## src/rtl/rtc_bcd_pkg.sv

```systemverilog
package rtc_bcd_pkg;
    typedef enum logic [1:0] {
        OP_START = 2'd0,
        OP_STOP  = 2'd1,
        OP_WRITE = 2'd2,
        OP_READ  = 2'd3
    } bus_op_e;

    typedef enum logic [1:0] {
        PH_TIME = 2'd0,
        PH_DATE = 2'd1,
        PH_READ = 2'd2
    } phase_e;

    typedef enum logic [1:0] {
        S_IDLE  = 2'd0,
        S_REQ   = 2'd1,
        S_ABORT = 2'd2,
        S_DONE  = 2'd3
    } state_e;

    localparam int NREG     = 6;
    localparam int FIELD_W  = 7;
    localparam int STEP_W   = 4;
    localparam logic [7:0] TIME_OFS = 8'h01;
    localparam logic [7:0] DATE_OFS = 8'h05;
    localparam logic [3:0] RD_FIRST = 4'd5;
    localparam logic [3:0] RD_LAST  = 4'd10;
endpackage

```

## src/rtl/rtc_bin2bcd.sv

```systemverilog
module rtc_bin2bcd #(
    parameter int W = 7
) (
    input  logic [W-1:0] bin,
    output logic [7:0]   bcd
);
    logic [W-1:0] tens;
    logic [W-1:0] ones;

    always_comb begin
        tens = bin / W'(10);
        ones = bin % W'(10);
        bcd  = {tens[3:0], ones[3:0]};
    end
endmodule

```

## src/rtl/rtc_bcd2bin.sv

```systemverilog
module rtc_bcd2bin #(
    parameter logic [7:0] MASK      = 8'hFF,
    parameter bit         FORCE_ONE = 1'b0
) (
    input  logic [7:0] bcd,
    output logic [7:0] bin
);
    logic [7:0] m;
    logic [7:0] hi;
    logic [7:0] raw;

    always_comb begin
        m   = bcd & MASK;
        hi  = {4'd0, m[7:4]};
        raw = (hi << 3) + (hi << 1) + {4'd0, m[3:0]};
    end

    generate
        if (FORCE_ONE) begin : g_force
            assign bin = (raw == 8'd0) ? 8'd1 : raw;
        end else begin : g_plain
            assign bin = raw;
        end
    endgenerate
endmodule

```

## src/rtl/rtc_range_chk.sv

```systemverilog
module rtc_range_chk #(
    parameter int W = 7
) (
    input  logic [W-1:0] cs,
    input  logic [W-1:0] sec,
    input  logic [W-1:0] min,
    input  logic [W-1:0] hr,
    input  logic [W-1:0] day,
    input  logic [W-1:0] mon,
    output logic         time_bad,
    output logic         date_bad
);
    always_comb begin
        time_bad = (cs > W'(99)) || (sec > W'(59)) || (min > W'(59)) || (hr > W'(23));
        date_bad = (day == '0) || (day > W'(31)) || (mon == '0) || (mon > W'(12));
    end
endmodule

```

## src/rtl/rtc_step_dec.sv

```systemverilog
module rtc_step_dec
    import rtc_bcd_pkg::*;
#(
    parameter logic [6:0] DEV_ADDR = 7'h50
) (
    input  phase_e              phase,
    input  logic [STEP_W-1:0]   step,
    input  logic [NREG-1:0][7:0] wb,
    output bus_op_e             op,
    output logic [7:0]          wbyte,
    output logic                rd_nack,
    output logic                last
);
    localparam logic [7:0] ADDR_W = {DEV_ADDR, 1'b0};
    localparam logic [7:0] ADDR_R = {DEV_ADDR, 1'b1};

    logic [STEP_W-1:0] toff;
    logic [2:0]        tidx;

    always_comb begin
        toff    = step - 4'd3;
        tidx    = toff[2:0];
        op      = OP_WRITE;
        wbyte   = 8'h00;
        rd_nack = 1'b0;
        last    = 1'b0;
        unique case (phase)
            PH_TIME: begin
                if (step == 4'd0) op = OP_START;
                else if (step == 4'd1) wbyte = ADDR_W;
                else if (step == 4'd2) wbyte = TIME_OFS;
                else if (step <= 4'd6) wbyte = wb[tidx];
                else begin
                    op   = OP_STOP;
                    last = 1'b1;
                end
            end
            PH_DATE: begin
                if (step == 4'd0) op = OP_START;
                else if (step == 4'd1) wbyte = ADDR_W;
                else if (step == 4'd2) wbyte = DATE_OFS;
                else if (step == 4'd3) wbyte = wb[4];
                else if (step == 4'd4) wbyte = wb[5];
                else begin
                    op   = OP_STOP;
                    last = 1'b1;
                end
            end
            default: begin
                if (step == 4'd0 || step == 4'd3) op = OP_START;
                else if (step == 4'd1) wbyte = ADDR_W;
                else if (step == 4'd2) wbyte = TIME_OFS;
                else if (step == 4'd4) wbyte = ADDR_R;
                else if (step <= RD_LAST) begin
                    op      = OP_READ;
                    rd_nack = (step == RD_LAST);
                end else begin
                    op   = OP_STOP;
                    last = 1'b1;
                end
            end
        endcase
    end
endmodule

```

## src/rtl/rtc_bcd_seq.sv

```systemverilog
module rtc_bcd_seq
    import rtc_bcd_pkg::*;
#(
    parameter logic [6:0] DEV_ADDR = 7'h50
) (
    input  logic       clk,
    input  logic       rst_n,
    input  logic       start_wr,
    input  logic       start_rd,
    input  logic       skip_time,
    input  logic       skip_date,
    input  logic [6:0] in_cs,
    input  logic [6:0] in_sec,
    input  logic [6:0] in_min,
    input  logic [6:0] in_hr,
    input  logic [6:0] in_day,
    input  logic [6:0] in_mon,
    input  logic [1:0] year_lo,
    output logic       busy,
    output logic       done,
    output logic       err_range,
    output logic       err_nack,
    output logic [6:0] rd_cs,
    output logic [6:0] rd_sec,
    output logic [6:0] rd_min,
    output logic [6:0] rd_hr,
    output logic [6:0] rd_day,
    output logic [6:0] rd_mon,
    output logic       m_req,
    output logic [1:0] m_op,
    output logic [7:0] m_wbyte,
    output logic       m_rd_nack,
    input  logic       m_done,
    input  logic [7:0] m_rbyte,
    input  logic       m_ack_err
);
    typedef struct packed {
        state_e                st;
        phase_e                ph;
        logic [STEP_W-1:0]     step;
        logic [NREG-1:0][7:0]  wb;
        logic [NREG-1:0][7:0]  rx;
        logic [NREG-1:0][7:0]  res;
        logic                  skip_date;
        logic                  err_range;
        logic                  err_nack;
        logic                  done;
    } regs_t;

    regs_t q, d;

    logic [NREG-1:0][FIELD_W-1:0] bin_in;
    logic [NREG-1:0][7:0]         enc;
    logic [NREG-1:0][7:0]         dec;
    logic [NREG-1:0][7:0]         wb_new;
    logic                         time_bad, date_bad;
    bus_op_e                      s_op;
    logic [7:0]                   s_byte;
    logic                         s_nack, s_last;
    logic [STEP_W-1:0]            roff;
    logic [2:0]                   ridx;

    assign bin_in = {in_mon, in_day, in_hr, in_min, in_sec, in_cs};

    genvar gi;
    generate
        for (gi = 0; gi < NREG; gi++) begin : g_field
            rtc_bin2bcd #(.W(FIELD_W)) u_enc (
                .bin (bin_in[gi]),
                .bcd (enc[gi])
            );
            rtc_bcd2bin #(
                .MASK      ((gi == 4) ? 8'h3F : (gi == 5) ? 8'h1F : 8'hFF),
                .FORCE_ONE (gi >= 4)
            ) u_dec (
                .bcd (q.rx[gi]),
                .bin (dec[gi])
            );
        end
    endgenerate

    rtc_range_chk #(.W(FIELD_W)) u_chk_range (
        .cs       (in_cs),
        .sec      (in_sec),
        .min      (in_min),
        .hr       (in_hr),
        .day      (in_day),
        .mon      (in_mon),
        .time_bad (time_bad),
        .date_bad (date_bad)
    );

    rtc_step_dec #(.DEV_ADDR(DEV_ADDR)) u_step (
        .phase   (q.ph),
        .step    (q.step),
        .wb      (q.wb),
        .op      (s_op),
        .wbyte   (s_byte),
        .rd_nack (s_nack),
        .last    (s_last)
    );

    always_comb begin
        wb_new    = enc;
        wb_new[4] = {year_lo, enc[4][5:0]};
        roff      = q.step - RD_FIRST;
        ridx      = roff[2:0];
    end

    always_comb begin
        d      = q;
        d.done = 1'b0;
        unique case (q.st)
            S_IDLE: begin
                if (start_wr) begin
                    d.err_range = 1'b0;
                    d.err_nack  = 1'b0;
                    d.wb        = wb_new;
                    d.skip_date = skip_date;
                    d.step      = '0;
                    if ((!skip_time && time_bad) || (!skip_date && date_bad)) begin
                        d.err_range = 1'b1;
                        d.st        = S_DONE;
                    end else if (!skip_time) begin
                        d.ph = PH_TIME;
                        d.st = S_REQ;
                    end else if (!skip_date) begin
                        d.ph = PH_DATE;
                        d.st = S_REQ;
                    end else begin
                        d.st = S_DONE;
                    end
                end else if (start_rd) begin
                    d.err_range = 1'b0;
                    d.err_nack  = 1'b0;
                    d.ph        = PH_READ;
                    d.step      = '0;
                    d.st        = S_REQ;
                end
            end
            S_REQ: begin
                if (m_done) begin
                    if (s_op == OP_WRITE && m_ack_err) begin
                        d.st = S_ABORT;
                    end else if (s_last) begin
                        if (q.ph == PH_TIME && !q.skip_date) begin
                            d.ph   = PH_DATE;
                            d.step = '0;
                        end else begin
                            d.st = S_DONE;
                            if (q.ph == PH_READ) d.res = dec;
                        end
                    end else begin
                        if (s_op == OP_READ && ridx < 3'd6) d.rx[ridx] = m_rbyte;
                        d.step = q.step + 4'd1;
                    end
                end
            end
            S_ABORT: begin
                if (m_done) begin
                    d.err_nack = 1'b1;
                    d.st       = S_DONE;
                end
            end
            default: begin
                d.done = 1'b1;
                d.st   = S_IDLE;
            end
        endcase
    end

    always_ff @(posedge clk or negedge rst_n) begin
        if (!rst_n) begin
            q <= '0;
        end else begin
            q <= d;
        end
    end

    always_comb begin
        busy      = (q.st != S_IDLE);
        done      = q.done;
        err_range = q.err_range;
        err_nack  = q.err_nack;
        m_req     = (q.st == S_REQ) || (q.st == S_ABORT);
        m_op      = (q.st == S_ABORT) ? OP_STOP : s_op;
        m_wbyte   = (q.st == S_ABORT) ? 8'h00 : s_byte;
        m_rd_nack = (q.st == S_REQ) && s_nack;
        rd_cs     = q.res[0][6:0];
        rd_sec    = q.res[1][6:0];
        rd_min    = q.res[2][6:0];
        rd_hr     = q.res[3][6:0];
        rd_day    = q.res[4][6:0];
        rd_mon    = q.res[5][6:0];
    end
endmodule

```

## config.mk

```make
export PLATFORM = sky130hd
export DESIGN_NAME = rtc_bcd_seq
export DESIGN_NICKNAME = d
export VERILOG_FILES = /design/src/rtl/rtc_bcd_pkg.sv /design/src/rtl/rtc_bin2bcd.sv /design/src/rtl/rtc_bcd2bin.sv /design/src/rtl/rtc_range_chk.sv /design/src/rtl/rtc_step_dec.sv /design/src/rtl/rtc_bcd_seq.sv
export SDC_FILE = /design/constraint.sdc
export NUM_CORES = 1
export LEC_CHECK = 0
export ABC_AREA = 1
export BUFFER_PORTS_ARGS = -buffer_cell sky130_fd_sc_hd__buf_2
export CORE_AREA = 2 2 149 151
export CTS_BUF_LIST = sky130_fd_sc_hd__clkbuf_16
export CTS_CLUSTER_SIZE = 25
export DETAILED_ROUTE_END_ITERATION = 7
export DIE_AREA = 0 0 151 153
export GPL_TIMING_DRIVEN = 0
export SLEW_MARGIN = 25
export SYNTH_ARGS = -nofsm -noshare
export SYNTH_HDL_FRONTEND = slang
export SYNTH_SLANG_ARGS = --single-unit
```

## constraint.sdc

```tcl
create_clock -name clk -period 3.89 [get_ports clk]
set_input_delay 0.778 -clock clk [delete_from_list [all_inputs] [get_ports clk]]
set_output_delay 0.778 -clock clk [all_outputs]
set_load 0.02 [all_outputs]
```

==> run metrics, run 1 <==
outcome=finished, final reports clean; First DRT Iteration DRCs=534; Period minus WS final=3.78 ns; nature of the critical path endpoint=primary output; Initial Util=44.6%; clock share of power=26.0%; clk root buf=clkbuf_16; Peak Freq=264 MHz; syn_area_per_cell=7.50 um^2; Placed Cells=1674; final worst slack=0.108 ns; Sw Ratio=40.9%; area grow syn2layout=17.2%; Worst-path clk slew=0.06 ns; clock skew=0.0132 ns; final setup fails=0; Psw=2.73 mW; Worst Max-Slew Pin Slew=0.716 ns; Comb power frac=41.4%; number of buffers added on ports=114; unrepaired setup endpoints after global routing=false; count of cell types in the netlist=49; max_cap viols=0; placed cell area=10500 um^2; die area=23100 um^2; worst-path fanout max=10; final instance area=11200 um^2; I/O pins=118; Via-to-Cell Ratio=5.05; HPWL Detailed=19.1 mm; yosys warns=0; Synth top cells by count=nand2_1, dfrtp_1, inv_1; Total GRT Usage=22.2%; Core Util, Final=52.2%; Post-synth EDFFs=0; Async SR Flop Fraction=100%; Post-Route Setup TNS=0 ns; crit path DAT=3.00 ns; diode count=0; CTS Buf Count=17; pre-CTS WS=-0.462 ns; drt pass-1 iters=6; top cell type's share of synthesized area=37.1%; register area share after synthesis=37.1%; count leader, synth=nand2_1; Primary FF master, synth=dfrtp_1; fin nets=1531; Slew Viols, Final=0; layout cells sized above 1=20.7%; Critical Path Start Type=register; LEAKAGE=6.17 nW; total core area=21500 um^2; CTS tree=done; Placer Congestion=0.916; FF+latch count, synth=142; FP Rows=54; internal power=3.94 mW; initial antenna violation count=0; first-pass GRT wire length=40.5 mm; Power Total=6.67 mW; Die Y=153 um; Post-Syn Instances=1277; synthesized cell area=9580 um^2; Avg WL per Cell=14.4 um; maximum vdd ir drop=0.231 mV; Fin Hold WS=0.258 ns; slew margin rel.=52.3%; Final ANT Viol Nets=0; largest cells by area after synthesis=dfrtp_1, nand2_1, ha_1; vias in the first global route=8219; die width=151 um; via count=8612; pin count of the biggest net entering global routing=88; Hold Violations, Final=0; CP Class=reg2out; CTS max path bufs=2; power per cell area=594 nW/um^2; Clock Latency Late Sink=0.43 ns; H-Tree Depth=4; final WL=24.6 mm; Remaining DRCs=0; CTS Sinks=142; Hold Crit Class=in2async; power share of the sequential group=32.6%; GR Overflow Total=0; cts hold-fix bufs=0; Layout Cells excl Fill=1707; largest area contributor in the netlist=dfrtp_1; WP data required=3.11 ns; final worst-path cycle share=97.2%
==> metal layers <==
| metal | GRT usage [%] | up-vias | routed length, um |
|---|---|---|---|
| met5 | 0 | - | 0 |
| met4 | 6.72 | 0 | 512 |
| met3 | 3.52 | 30 | 1020 |
| met2 | 38.4 | 187 | 12200 |
| met1 | 28.4 | 3980 | 10900 |
| li1 | - | 4415 | - |
==> cell type report <==
| class | instances | area, um^2 |
|---|---|---|
| fill | 2181 | 10300 |
| inverter | 138 | 520 |
| buffer | 73 | 536 |
| timing repair buffer | 116 | 616 |
| tap | 280 | 350 |
| multi-input combinational | 926 | 5030 |
| clock buffer | 17 | 425 |
| sequential | 142 | 3550 |
| clock inverter | 15 | 193 |
==> critical path, stage by stage (launching register included) <==
cell       delay (ns)
dfrtp_2          0.43
buf_4            0.17
ha_1             0.25
xor2_1           0.24
clkinv_1         0.33
a21oi_1          0.32
o2111ai_1        0.15
a211oi_1         0.44
buf_2            0.25
==> final timing paths <==
path                        start    endpoint  slack [ns]  depth (start not counted)
max                        q[148]  m_wbyte[2]        0.11                          8
min                         rst_n    rd_cs[3]        0.26                          1
max reg2reg                q[148]   rd_sec[0]        0.96                         19
min reg2reg                 q[52]    rd_cs[0]        0.48                          2
max in group asynchronous   rst_n      q[148]        2.83                          2
min in group clk            q[52]    rd_cs[0]        0.48                          2
==> power groups by stage <==
stage / Clock [mW] / Combinational [mW] / Sequential [mW]
2_1_floorplan: 0 / 1.94 / 2.12
5_1_grt: 1.81 / 3.13 / 2.22
3_3_place_gp: 0 / 2.63 / 2.19
3_5_place_dp: 0 / 2.68 / 2.20
4_1_cts: 1.75 / 2.74 / 2.18
6_report: 1.73 / 2.76 / 2.17
==> logic make-up after synthesis <==
group | count (synthesis) | share of synthesized area, %
mux | 1 | 0.105
simple gates | 638 | 28.8
other cells | 1 | 0.0392
buf+inv | 211 | 10.7
flops | 142 | 37.1
xor+xnor | 16 | 1.46
compound gates | 211 | 13.6
fa+ha+maj | 57 | 8.15
==> sequential cells by signal, indices dropped and copies added, names as in the netlist <==
register,count
rd_sec,7
q,100
rd_hr,7
rd_cs,7
done,1
err_nack,1
rd_day,6
rd_mon,5
err_range,1
rd_min,7
==> placed cells by master, fill, tap and decap left out, drive strengths merged, types with 8 or more instances in the layout <==
cell type,count
nand2,438
buf,172
dfrtp,142
o21ai,140
inv,138
nand3,112
nor2,50
ha,48
clkbuf,34
a21oi,32
nand4,25
xnor2,14
clkinv,10
a31oi,9
fa,9
nor3,8
==> what timing repair did <==
action	4_1_cts	5_1_grt
setup endpoints to repair	10	6
resized for setup	15	6
buffers inserted	0	1
No activity file was read; power rests on OpenSTA's default activity.
==> run 2, diff against run 1 <==
--- a/config.mk
+++ b/config.mk
@@ -7,11 +7,11 @@
 export LEC_CHECK = 0
 export ABC_AREA = 1
 export BUFFER_PORTS_ARGS = -buffer_cell sky130_fd_sc_hd__buf_2
-export CORE_AREA = 2 2 149 151
+export CORE_AREA = 5 5 152 154
 export CTS_BUF_LIST = sky130_fd_sc_hd__clkbuf_16
 export CTS_CLUSTER_SIZE = 25
 export DETAILED_ROUTE_END_ITERATION = 7
-export DIE_AREA = 0 0 151 153
+export DIE_AREA = 0 0 157 159
 export GPL_TIMING_DRIVEN = 0
 export SLEW_MARGIN = 25
 export SYNTH_ARGS = -nofsm -noshare
==> run 2 against run 1 <==
  * Critical path depth is the same
  * Combinational power down 1%
  * Clock skew down 0.0023 ns
  * First-iteration DRC count decreased by 22%
  * Design area is 0.33% lower
  * Critical path type unchanged
  * Largest cell class unchanged
  * Largest power group unchanged
==> run metrics, run 2 (synthesis results as in run 1) <==
power per cell area=586 nW/um^2 (was 594 nW/um^2); CTS Buf Count=17 (unchanged); Remaining DRCs=0 (unchanged); first-pass GRT wire length=41.2 mm (was 40.5 mm); crit path DAT=2.94 ns (was 3.00 ns); max incr delay on CP=0.45 ns (was 0.44 ns); unrepaired setup endpoints after global routing=false (unchanged); Clock Latency Late Sink=0.43 ns (about the same); CTS Sinks=142 (unchanged); GR Overflow Total=0 (unchanged); vias in the first global route=8265 (was 8219); max_cap viols=0 (unchanged); First DRT Iteration DRCs=415 (was 534); Psw=2.70 mW (was 2.73 mW); die area=25000 um^2 (was 23100 um^2); final WL=24.8 mm (was 24.6 mm); crit path max-delay cell type=a211oi_1 (unchanged); LEAKAGE=6.15 nW (was 6.17 nW); Worst path top cell family by delay=compound AO/OA/AOI/OAI gates (unchanged); Avg WL per Cell=14.5 um (was 14.4 um); clk root buf=clkbuf_16 (unchanged); Reg2Reg Depth=19 (unchanged); internal power=3.86 mW (was 3.94 mW); Via-to-Cell Ratio=4.98 (was 5.05); Comb power frac=41.4% (about the same); diode count=0 (unchanged); number of buffers added on ports=114 (unchanged); CTS max path bufs=2 (unchanged); layout cells sized above 1=20.5% (was 20.7%); placed cell area=10500 um^2 (unchanged); power share of the sequential group=33.2% (was 32.6%); pre-CTS WS=-0.392 ns (was -0.462 ns); final instance area=11200 um^2 (about the same); Final ANT Viol Nets=0 (unchanged); most common cell after layout, fill and taps aside=nand2_1 (unchanged); Worst-path clk slew=0.06 ns (about the same); CP Depth=8 (unchanged); Hold Violations, Final=0 (unchanged); clock share of power=25.4% (was 26.0%); via count=8504 (was 8612); total core area=21600 um^2 (was 21500 um^2); Bufs and invs on worst path=3 (unchanged); Initial Util=44.4% (was 44.6%); final worst-path cycle share=95.5% (was 97.2%); maximum vdd ir drop=0.277 mV (was 0.231 mV); CTS tree=done (unchanged); H-Tree Depth=4 (unchanged); WP data required=3.11 ns (about the same); Peak Freq=269 MHz (was 264 MHz); Critical Path Start Type=register (unchanged); Period minus WS final=3.72 ns (was 3.78 ns); worst-path fanout max=10 (unchanged); FP Rows=54 (unchanged); Sw Ratio=41.2% (was 40.9%); pin count of the biggest net entering global routing=74 (was 88); critical-path cell list=buf_4 > ha_1 > xor2_1 > clkinv_1 > a21oi_1 > o2111ai_1 > a211oi_1 > buf_2 (unchanged); fin nets=1531 (unchanged); outcome=finished, final reports clean (unchanged); filler cell count=2135 (was 2181); Total GRT Usage=20.4% (was 22.2%); max reg flops=100 (unchanged); area grow syn2layout=16.8% (was 17.2%); commonest non-fill, non-tap cells in the layout=nand2_1, dfrtp_1, inv_1 (unchanged); Die Y=159 um (was 153 um); clock skew=0.0109 ns (was 0.0132 ns); drt pass-1 iters=5 (was 6); Placer Congestion=0.937 (was 0.916); final setup fails=0 (unchanged); Worst Max-Slew Pin Slew=0.680 ns (was 0.716 ns); Top reg by flops=q (unchanged); nature of the critical path endpoint=primary output (unchanged); Hold Crit Class=in2async (unchanged); initial antenna violation count=0 (unchanged); slew margin rel.=54.2% (was 52.3%); die width=157 um (was 151 um); HPWL Detailed=19.3 mm (was 19.1 mm); final worst slack=0.174 ns (was 0.108 ns); I/O pins=118 (unchanged); CP Class=reg2out (unchanged); Slew Viols, Final=0 (unchanged)
==> run 2: cell count changes in the layout (fill, tap and decap cells not counted), sizes merged <==
cell,change
clkinv,+1
bufinv,-1
==> run 2: final cells by class <==
cell class / instances / area (um^2) / area share (%)
multi-input combinational: 926 / 5030 / 44.9
clock inverter: 15 / 170 / 1.52
buffer: 73 / 526 / 4.70
sequential: 142 / 3550 / 31.8
timing repair buffer: 116 / 616 / 5.50
clock buffer: 17 / 425 / 3.80
tap: 280 / 350 / 3.13
inverter: 138 / 520 / 4.65
==> run 2: worst paths after layout <==
path / start / end / slack, ns
max: q[148] / m_wbyte[2] / 0.17
min: rst_n / rd_cs[3] / 0.30
max reg2reg: q[148] / rd_sec[0] / 0.93
min reg2reg: q[52] / rd_cs[0] / 0.48
max in group asynchronous: rst_n / q[148] / 2.82
min in group clk: q[52] / rd_cs[0] / 0.48
==> run 2: layer usage <==
layer / routed length (um) / track usage (%) / vias up
met3: 1050 / 2.85 / 42
met5: 0 / 0 / -
met4: 840 / 8.13 / 0
met2: 11900 / 34.1 / 185
met1: 11000 / 26.6 / 3839
li1: - / - / 4438
==> run 2: what timing repair did <==
| item | CTS | global route |
|---|---|---|
| pin swaps | 1 | 0 |
| setup buffers | 1 | 0 |
| endpoints found under the setup margin | 10 | 3 |
| resized for setup | 14 | 3 |
| hold buffers | 0 | 0 |
==> run 2: power by group through the flow <==
stage	logic (mW)	registers, mW	clock network, mW
2_1_floorplan	1.94	2.12	0
3_3_place_gp	2.63	2.20	0
3_5_place_dp	2.67	2.20	0
4_1_cts	2.73	2.17	1.69
5_1_grt	3.08	2.22	1.76
6_report	2.72	2.17	1.67
==> run 2: worst register-to-register path, stage by stage (launching register included) <==
cell and delay [ns]:
dfrtp_2 0.40, inv_1 0.14, buf_4 0.21, clkbuf_8 0.20, ha_1 0.23, nand3_2 0.22, nand2_2 0.17, nor2_4 0.05
nand3_2 0.07, nand2_1 0.07, nor2_2 0.13, nand2_1 0.07, nor2_1 0.13, nor2_1 0.10, nand2_1 0.13, buf_4 0.20
inv_4 0.07, buf_6 0.14, nand2_1 0.08, nand2_1 0.05
==> run 2: stage by stage <==
stage | power [mW] | instances | hold WS [ns] | utilization [%] | setup TNS (ns)
after detailed placement | 4.87 | 1674 | 0.466 | 48.9 | -2.07
after global routing | 7.06 | 1707 | 0.346 | 51.9 | 0
after global placement | 4.83 | 1673 | 0.463 | 48.7 | -9.81
after CTS | 6.60 | 1707 | 0.322 | 51.9 | 0
after floorplan | 4.05 | 1279 | 0.442 | - | 0
final | 6.56 | 1707 | 0.296 | 51.9 | 0
==> run 3, diff against run 2 <==
==> constraint.sdc (replaced) <==
create_clock -name clk -period 4.7 [get_ports clk]
set_input_delay 0.94 -clock clk [delete_from_list [all_inputs] [get_ports clk]]
set_output_delay 0.94 -clock clk [all_outputs]
set_load 0.02 [all_outputs]
==> run 3 against run 2 <==
  * Sequential share of layout area is 0.12 points higher
  * Combinational power is 19% lower
  * Clock skew is 0.0015 ns lower
  * Via count is 0.40% lower
  * Total power is 18% lower
  * Highest routed layer unchanged
==> run metrics, run 3 (synthesis results as in run 1) <==
outcome=finished, final reports clean (unchanged); Sw Ratio=41.1% (was 41.2%); worst setup path startpoint=q[148] (unchanged); layout cells sized above 1=20.0% (was 20.5%); Placed Cells=1674 (unchanged); Power Total=5.38 mW (was 6.56 mW); Avg WL per Cell=14.5 um (about the same); FP Rows=54 (unchanged); commonest non-fill, non-tap cells in the layout=nand2_1, dfrtp_1, inv_1 (unchanged); HPWL Detailed=19.3 mm (unchanged); Total GRT Usage=20.4% (about the same); Layout Cells excl Fill=1705 (was 1707); power per cell area=483 nW/um^2 (was 586 nW/um^2); GR Overflow Total=0 (unchanged); Worst-path clk slew=0.06 ns (about the same); fin nets=1529 (was 1531); critical-path cell list=clkinvlp_4 > clkbuf_2 > ha_1 > clkbuf_1 > o21ai_0 > nor3_1 > o21ai_0 > a21oi_1 > buf_2 (was buf_4 > ha_1 > xor2_1 > clkinv_1 > a21oi_1 > o2111ai_1 > a211oi_1 > buf_2); Critical Path Start Type=register (unchanged); Remaining DRCs=0 (unchanged); Worst Max-Slew Pin Slew=0.675 ns (was 0.680 ns); Worst path top cell family by delay=buffers and inverters (was compound AO/OA/AOI/OAI gates); Bufs and invs on worst path=4 (was 3); Clock Latency Late Sink=0.43 ns (about the same); max reg flops=100 (unchanged); Placer Congestion=0.937 (unchanged); LEAKAGE=6.13 nW (was 6.15 nW); reg-to-reg critical path startpoint=q[148] (unchanged); CTS Buf Count=17 (unchanged); Peak Freq=216 MHz; met1 Use GR=26.5% (was 26.6%); pin count of the biggest net entering global routing=74 (unchanged); number of buffers added on ports=114 (unchanged); clk root buf=clkbuf_16 (unchanged); max_cap viols=0 (unchanged); maximum vdd ir drop=0.226 mV (was 0.277 mV); worst-path fanout max=12 (was 10); First DRT Iteration DRCs=378 (was 415); nature of the critical path endpoint=primary output (unchanged); internal power=3.17 mW (was 3.86 mW); M3 GR Usage=2.85% (unchanged); Via-to-Cell Ratio=4.97 (was 4.98); Psw=2.21 mW (was 2.70 mW); drt pass-1 iters=5 (unchanged); M2 GR Usage=34.0% (was 34.1%); initial antenna violation count=0 (unchanged); vias in the first global route=8258 (was 8265); diode count=0 (unchanged); WP data required=3.76 ns (was 3.11 ns); Hold Violations, Final=0 (unchanged); GR peak layer=met2 (unchanged); CTS tree=done (unchanged); power share of the sequential group=33.6% (was 33.2%); Slew Viols, Final=0 (unchanged); most used cell, CP=o21ai_0; Final ANT Viol Nets=0 (unchanged); Hold Crit Class=in2async (unchanged); crit path max-delay cell type=dfrtp_1 (was a211oi_1); CTS max path bufs=2 (unchanged); total core area=21600 um^2 (unchanged); Top reg by flops=q (unchanged); die width=157 um (unchanged); CTS Sinks=142 (unchanged); Period minus WS final=4.62 ns; H-Tree Depth=4 (unchanged); final setup fails=0 (unchanged); final worst-path cycle share=98.3%; Seq. cell area=3550 um^2 (about the same); Multi-input gate area=5010 um^2 (was 5030 um^2); area grow syn2layout=16.3% (was 16.8%); max incr delay on CP=0.56 ns (was 0.45 ns); I/O pins=118 (unchanged); Post-CTS Setup Repair Bufs=0 (was 1); CP Class=reg2out (unchanged); die area=25000 um^2 (unchanged); unrepaired setup endpoints after global routing=true (was false); filler cell count=2139 (was 2135); Comb power frac=40.8% (was 41.4%); most common cell after layout, fill and taps aside=nand2_1 (unchanged); Die Y=159 um (unchanged); final WL=24.7 mm (was 24.8 mm); first-pass GRT wire length=41.1 mm (was 41.2 mm); slew margin rel.=54.6% (was 54.2%); Initial Util=44.4% (unchanged); via count=8470 (was 8504); crit path DAT=3.68 ns (was 2.94 ns); clock share of power=25.6% (was 25.4%); clock skew=0.00940 ns (was 0.0109 ns)
==> run 3: cell types whose count changed in the layout (fill, tap and decap cells not counted), sizes merged <==
cell,delta
buf,-2
clkinvlp,+1
inv,-1
==> run 3: repair_timing <==
item                                    4_1_cts  5_1_grt
endpoints found under the setup margin        7        2
resized for setup                             1        3
hold buffers                                  0        0
gates cloned                                  0        0
==> run 3: layout make-up <==
class | instances | share of cell area, %
clock buffers | 17 | 3.82
plain buffers | 72 | 4.51
well taps | 280 | 3.14
clock inverters | 15 | 1.53
repair buffers | 115 | 5.46
flip-flops and latches | 142 | 31.9
multi-input cells | 926 | 44.9
inverters | 138 | 4.71
==> run 3: routing by layer <==
metal | up-vias | part of all wire, %
li1 | 4427 | -
met1 | 3817 | 44
met2 | 182 | 48
met3 | 44 | 4.1
met4 | 0 | 3.5
met5 | - | 0
==> run 3: through the flow <==
stage	hold WS, ns	TNS [ns]	setup slack (ns)	util (%)	cell area (um^2)
finish	0.459	0	0.0808	51.7	11100
global route	0.505	-0.133	-0.0952	51.7	11100
CTS	0.481	0	0.158	51.7	11100
detailed placement	0.466	0	0.256	48.9	10500
global placement	0.463	0	0.260	48.7	10500
floorplan	0.442	0	1.04	-	9580
==> run 3: path summary, 6_finish.rpt <==
path	endpoint	slack, ns	cells after the start
max	m_wbyte[1]	0.08	9
min	rd_cs[3]	0.46	1
max reg2reg	rd_sec[0]	1.43	18
min reg2reg	rd_cs[0]	0.48	2
max in group asynchronous	q[134]	3.48	2
min in group clk	rd_cs[0]	0.48	2
==> run 3: power by group through the flow <==
| stage | Clock [mW] | Combinational, mW | Sequential, mW |
|---|---|---|---|
| global placement | 0 | 2.18 | 1.82 |
| finish | 1.37 | 2.20 | 1.81 |
| detailed placement | 0 | 2.21 | 1.82 |
| global route | 1.46 | 2.50 | 1.84 |
| CTS | 1.40 | 2.22 | 1.81 |
| floorplan | 0 | 1.60 | 1.75 |
==> run 3: worst reg2reg max path, cell delays in order, from the launching register on <==
cell,delay (ns)
dfrtp_1,0.56
clkinvlp_4,0.36
clkbuf_2,0.31
ha_1,0.30
nand3_2,0.19
nand2_2,0.11
nor2_4,0.11
nand3_2,0.08
nand2_1,0.11
nor2_2,0.05
nand2_1,0.05
nor2_1,0.05
nor2_1,0.20
nand2_1,0.14
buf_4,0.21
inv_4,0.09
buf_6,0.14
nand2_1,0.08
nand2_1,0.06
